--- src/rtl/sc_pkg.sv ---
package sc_pkg;
   typedef enum logic [1:0] {
      CONC_PASS   = 2'd0,
      CONC_INTERP = 2'd1,
      CONC_HOLD   = 2'd2
   } conc_mode_e;
endpackage

--- src/rtl/sc_flag_decide.sv ---
module sc_flag_decide (
   input  logic c1_err,
   input  logic uncorr,
   input  logic fixed,
   output logic bad
);
   // uncorrectable word, or first-stage suspect left unrepaired
   always_comb bad = uncorr | (c1_err & ~fixed);
endmodule

--- src/rtl/sc_avg.sv ---
module sc_avg #(
   parameter int DATA_W = 16
) (
   input  logic signed [DATA_W-1:0] a,
   input  logic signed [DATA_W-1:0] b,
   output logic signed [DATA_W-1:0] avg
);
   localparam int SUM_W = DATA_W + 1;
   logic signed [SUM_W-1:0] sum;

   always_comb begin
      sum = SUM_W'(a) + SUM_W'(b);
      avg = sum[SUM_W-1:1];
   end
endmodule

--- src/rtl/sc_chan_slot.sv ---
module sc_chan_slot #(
   parameter int DATA_W = 16,
   parameter int RUN_W  = 2
) (
   input  logic                     clk,
   input  logic                     rst_n,
   input  logic                     load,
   input  logic signed [DATA_W-1:0] in_data,
   input  logic                     in_bad,
   output logic                     fire,
   output logic signed [DATA_W-1:0] conc_val
);
   import sc_pkg::*;

   localparam logic [RUN_W-1:0] RUN_MAX = {RUN_W{1'b1}};

   logic signed [DATA_W-1:0] look_data;
   logic                     look_bad;
   logic                     look_full;
   logic signed [DATA_W-1:0] last_out;
   logic                     hist;
   logic [RUN_W-1:0]         run;
   logic signed [DATA_W-1:0] mean;
   conc_mode_e               mode;

   sc_avg #(.DATA_W(DATA_W)) u_avg (
      .a   (last_out),
      .b   (in_data),
      .avg (mean)
   );

   always_comb begin
      if (!look_bad)
         mode = CONC_PASS;
      else if (run == '0 && !in_bad && hist)
         mode = CONC_INTERP;
      else
         mode = CONC_HOLD;
   end

   always_comb begin
      unique case (mode)
         CONC_PASS:   conc_val = look_data;
         CONC_INTERP: conc_val = mean;
         default:     conc_val = last_out;
      endcase
   end

   assign fire = load & look_full;

   always_ff @(posedge clk) begin
      if (!rst_n) begin
         look_data <= '0;
         look_bad  <= 1'b0;
         look_full <= 1'b0;
         last_out  <= '0;
         hist      <= 1'b0;
         run       <= '0;
      end else if (load) begin
         look_data <= in_data;
         look_bad  <= in_bad;
         look_full <= 1'b1;
         if (look_full) begin
            last_out <= conc_val;
            hist     <= hist | ~look_bad;
            if (!look_bad)
               run <= '0;
            else if (run != RUN_MAX)
               run <= run + 1'b1;
         end
      end
   end

   assert_pass_good_R2: assert property (@(posedge clk) disable iff (!rst_n)
      (load && look_full && !look_bad) |=> (last_out == $past(look_data)));

   assert_hold_run_R4: assert property (@(posedge clk) disable iff (!rst_n)
      (load && look_full && look_bad && run != '0) |=> (last_out == $past(last_out)));

   assert_zero_nohist_R6: assert property (@(posedge clk) disable iff (!rst_n)
      (load && look_full && look_bad && !hist) |=> (last_out == '0));

   assert_run_sat_R4: assert property (@(posedge clk) disable iff (!rst_n)
      (load && look_full && look_bad && run == RUN_MAX) |=> (run == RUN_MAX));

   assert_quiet_slot_R7: assert property (@(posedge clk) disable iff (!rst_n)
      !load |=> ($stable(last_out) && $stable(look_data) && $stable(run)));
endmodule

--- src/rtl/sample_conceal.sv ---
module sample_conceal #(
   parameter int DATA_W = 16,
   parameter int NUM_CH = 2,
   parameter int RUN_W  = 2,
   localparam int CH_W  = (NUM_CH > 1) ? $clog2(NUM_CH) : 1
) (
   input  logic                     clk,
   input  logic                     rst_n,
   input  logic                     in_valid,
   input  logic [CH_W-1:0]          in_ch,
   input  logic signed [DATA_W-1:0] in_data,
   input  logic                     dec_c1_err,
   input  logic                     dec_uncorr,
   input  logic                     dec_fixed,
   output logic                     out_valid,
   output logic [CH_W-1:0]          out_ch,
   output logic signed [DATA_W-1:0] out_data
);
   if (DATA_W < 2) begin : g_bad_width
      $error("sample_conceal: DATA_W must be at least 2");
   end
   if (NUM_CH < 2) begin : g_bad_ch
      $error("sample_conceal: NUM_CH must be at least 2");
   end
   if (RUN_W < 1) begin : g_bad_run
      $error("sample_conceal: RUN_W must be at least 1");
   end

   logic                     in_bad;
   logic [NUM_CH-1:0]        ch_load;
   logic [NUM_CH-1:0]        ch_fire;
   logic signed [DATA_W-1:0] ch_val [NUM_CH];
   logic                     sel_fire;
   logic signed [DATA_W-1:0] sel_val;

   sc_flag_decide u_flag (
      .c1_err (dec_c1_err),
      .uncorr (dec_uncorr),
      .fixed  (dec_fixed),
      .bad    (in_bad)
   );

   for (genvar g = 0; g < NUM_CH; g++) begin : g_ch
      assign ch_load[g] = in_valid && (in_ch == CH_W'(g));
      sc_chan_slot #(.DATA_W(DATA_W), .RUN_W(RUN_W)) u_slot (
         .clk      (clk),
         .rst_n    (rst_n),
         .load     (ch_load[g]),
         .in_data  (in_data),
         .in_bad   (in_bad),
         .fire     (ch_fire[g]),
         .conc_val (ch_val[g])
      );
   end

   always_comb begin
      sel_fire = 1'b0;
      sel_val  = '0;
      for (int i = 0; i < NUM_CH; i++) begin
         if (in_ch == CH_W'(i)) begin
            sel_fire = ch_fire[i];
            sel_val  = ch_val[i];
         end
      end
   end

   always_ff @(posedge clk) begin
      if (!rst_n) begin
         out_valid <= 1'b0;
         out_ch    <= '0;
         out_data  <= '0;
      end else begin
         out_valid <= sel_fire;
         if (sel_fire) begin
            out_ch   <= in_ch;
            out_data <= sel_val;
         end
      end
   end

   assert_out_after_strobe_R5: assert property (@(posedge clk) disable iff (!rst_n)
      out_valid |-> $past(in_valid));

   assert_out_channel_R5: assert property (@(posedge clk) disable iff (!rst_n)
      out_valid |-> (out_ch == $past(in_ch)));

   assert_idle_silent_R9: assert property (@(posedge clk) disable iff (!rst_n)
      !in_valid |=> (!out_valid && $stable(out_data)));

   assert_single_load_R7: assert property (@(posedge clk) disable iff (!rst_n)
      $onehot0(ch_load));
endmodule

--- config.mk ---
export PLATFORM = sky130hd
export DESIGN_NAME = sample_conceal
export DESIGN_NICKNAME = d
export VERILOG_FILES = /design/src/rtl/sc_pkg.sv /design/src/rtl/sc_flag_decide.sv /design/src/rtl/sc_avg.sv /design/src/rtl/sc_chan_slot.sv /design/src/rtl/sample_conceal.sv
export SDC_FILE = /design/constraint.sdc
export NUM_CORES = 1
export LEC_CHECK = 0
export BUFFER_PORTS_ARGS = -buffer_cell sky130_fd_sc_hd__buf_2
export CORE_MARGIN = 2
export CORE_UTILIZATION = 51
export DETAILED_ROUTE_END_ITERATION = 10
export GPL_TIMING_DRIVEN = 0
export PLACE_DENSITY_LB_ADDON = 0.08
export SLEW_MARGIN = 5
export SYNTH_ARGS = -nofsm -noshare
export SYNTH_HDL_FRONTEND = slang
export SYNTH_SLANG_ARGS = --single-unit
--- constraint.sdc ---
create_clock -name clk -period 4.9 [get_ports clk]
set_input_delay 0.245 -clock clk [delete_from_list [all_inputs] [get_ports clk]]
set_output_delay 0.245 -clock clk [all_outputs]
set_load 0.01 [all_outputs]
==> flow_summary.yaml <==
clock_network:
  clock_path_buffers: 2
  clk_latency_ns: 0.38
  clk_pin_slew_worst_paths_ns: 0.09
  cts_tree: "yes"
  cts_setup_buffers: 0
  htree_levels: 3
  numCtsBuffers: 9
  cts_resized: 0
  cts_hold_buffers: 0
  cts.sinks: 92
  cts_root_buf: "clkbuf_8"
cells_and_area:
  antenna_cells: 0
  drive_gt1_share_pct: 11.21
  fin_util_pct: 57.48
  area_delta_synth_final_pct: 10.42
  nets: 840
hold_path:
  hold_class: "in -> reg"
setup_path:
  start_kind: "flop"
  crit_type: "reg -> reg"
  critPathRequiredTime_ns: 5.20
  worstPathCellList: "ha_1 > a211o_1 > a2111oi_2 > nand3_1 > and3_1 > o311ai_1 > o21ai_1 > o21ai_0 > o21bai_1"
  crit_family: "compound AO/OA/AOI/OAI gates"
  arrival_ns: 2.89
  worstSetupEndpointType: "flop"
  cp_slowest_cell: "ha_1"
  crit_path_max_incr_delay_ns: 0.34
  critPathBufInv: 0
  crit_fanout: 5
sta:
  tightestPinTransition_ns: 0.7249
  hold-worst-slack_ns: 0.1693
  period_needed_ns: 2.586
  finClkSkew_ns: 0.01247
  setup_viol: 0
  slew_violations: 0
  fin_tns_setup_ns: 0
  grt_setup_unrepaired: "no"
  fmax_mhz: 386.7
  hold_violations: 0
  fin_crit_sh_pct: 52.78
  max_slew_margin_pct: 51.41
routing:
  drtPass1Iterations: 5
  drc: 0
  ant_nets: 0
  avgViaCountPerCell: 5.889
  initialDrtViolationCount: 354
  vias: 5447
  wl_per_cell_um: 18.34
  drt_wl_total_um: 16970
grt:
  antenna_found_initial: 0
  grt_pass1_vias: 5089
  track_usage_pct: 30.06
  grt_pass1_wl_um: 26920
  grt-ovfl-total: 0
  grt_max_degree: 15
floorplanning:
  start_util_pct: 52.05
  fp.coreArea_mm2: 0.01079
  fp.dieArea_mm2: 0.01187
  chipWidth_um: 109.0
  die_y_um: 109.0
  fp-row-count: 38
  num_io_pins: 41
synthesis:
  synth_edf_count: 0
  synth_mux_area_share_pct: 2.739
  netlist.area_leader.share_pct: 32.78
  synth_ff_type: "dfxtp_1"
  synth_most_common_cell: "nand2_1"
  synth_fa_ha_area_share_pct: 8.285
  yosysWarnings: 0
  ys_seq_elements: 92
  async_flop_share_pct: 0
  synth_cell_types: 71
  yosys.area_share.simple_pct: 24.16
  synth_top_area_cell: "dfxtp_1"
  synth_area_leaders: "dfxtp_1, nand2_1, ha_1"
  postSynthCellCount: 731
  synth.avg_cell_area_um2: 7.685
  synth_compound_area_share_pct: 24.79
  syn_nets: 790
  syn_area_mm2: 0.005618
  ys_seq_area_share_pct: 32.78
  synth_common_cells: "nand2_1, dfxtp_1, a21oi_1, nor2_1, ha_1"
  synth_top_family_by_area: "compound AO/OA/AOI/OAI gates"
  synth_xor_area_share_pct: 2.183
power:
  fin_total_pwr_uw: 1614
  power.density_cell_area_mw_per_mm2: 260.1
  peakVddDrop_mv: 0.1756
  p_leak_uw: 0.002423
outcome:
  run_status: "completed"
placement:
  place.gp.congestion: 0.9480
  dp_hpwl_um: 12930
  port_buffers: 39
run:
  max_cap_violations: 0
## path summary, 6_finish.rpt
path | start | endpoint | slack, ns | depth (start not counted)
setup reg to reg | g_ch[0].u_slot.last_out[9] | out_data[11] | 2.31 | 9
setup / recovery | g_ch[0].u_slot.last_out[9] | out_data[11] | 2.31 | 9
hold / removal | in_data[7] | g_ch[0].u_slot.look_data[7] | 0.17 | 3
hold reg to reg | g_ch[0].u_slot.look_data[7] | g_ch[0].u_slot.look_data[7] | 0.45 | 2
## cell families (layout without fill, tap and decap cells)
group / count (synthesis) / after routing
compound gates: 216 / 216
xor+xnor: 14 / 14
fa+ha+maj: 36 / 36
buf+inv: 57 / 111
flops: 92 / 92
mux: 15 / 15
simple gates: 301 / 301
## state kept, by name (all words and copies together) (netlist names)
| signal | flops |
|---|---|
| g_ch.u_slot.last_out | 32 |
| g_ch.u_slot.look_data | 32 |
| out_data | 16 |
| g_ch.u_slot.run | 4 |
| g_ch.u_slot.hist | 2 |
| g_ch.u_slot.look_bad | 2 |
| g_ch.u_slot.look_full | 2 |
| out_ch | 1 |
| out_valid | 1 |
## through the flow
step	std cells	setup slack (ns)	cell area (µm²)
finish	925	2.314	6203
global route	925	2.132	6203
CTS	925	2.349	6203
detailed placement	910	2.271	5988
global placement	910	2.242	5988
floorplan	731	2.699	5618
## worst register-to-register path: stages (launching register included)
cell and delay (ns):
dfxtp_1 0.33, ha_1 0.34, a211o_1 0.34, a2111oi_2 0.30, nand3_1 0.17, and3_1 0.20, o311ai_1 0.31, o21ai_1 0.22
o21ai_0 0.19, o21bai_1 0.12
## layout make-up
type / instances / area [µm²]
plain buffers: 43 / 231.5
clock buffers: 11 / 141.4
clock inverters: 4 / 73.82
fillers: 1024 / 4589
inverters: 14 / 52.55
multi-input cells: 582 / 3492
flip-flops and latches: 92 / 1842
well taps: 140 / 175.2
repair buffers: 39 / 195.2
## where the power goes
group	switching, µW	total (µW)	internal, µW
Clock	273	572	299
Combinational	163	252	89.1
Sequential	16.4	789	773
Total	453	1610	1160
## per-layer routing
| layer | up-vias | part of all wire, % | track usage, % |
|---|---|---|---|
| met4 | 0 | 2.4 | 10.26 |
| met3 | 27 | 5.7 | 4.184 |
| met2 | 170 | 46 | 47.60 |
| li1 | 2688 | - | - |
| met5 | - | 0 | 0 |
| met1 | 2562 | 46 | 41.92 |
## placed cells by master (no fill, tap or decap), types with 4 or more instances in the layout
cell type,count
a211o_1,7
o21a_1,13
a21o_1,4
o311ai_1,4
or3_1,5
inv_1,13
nand3_1,21
a31oi_1,10
mux2i_1,12
nand2_1,139
nor2_1,70
dfxtp_1,92
a211oi_1,12
xnor2_1,11
o21ai_0,29
nor2b_1,12
and3_1,6
nor3_1,13
ha_1,34
buf_2,43
o211ai_1,19
o21ai_1,5
clkbuf_1,30
nor3b_1,6
clkbuf_8,15
and2_1,6
a21oi_1,79
(Power assumes the default switching activity.)
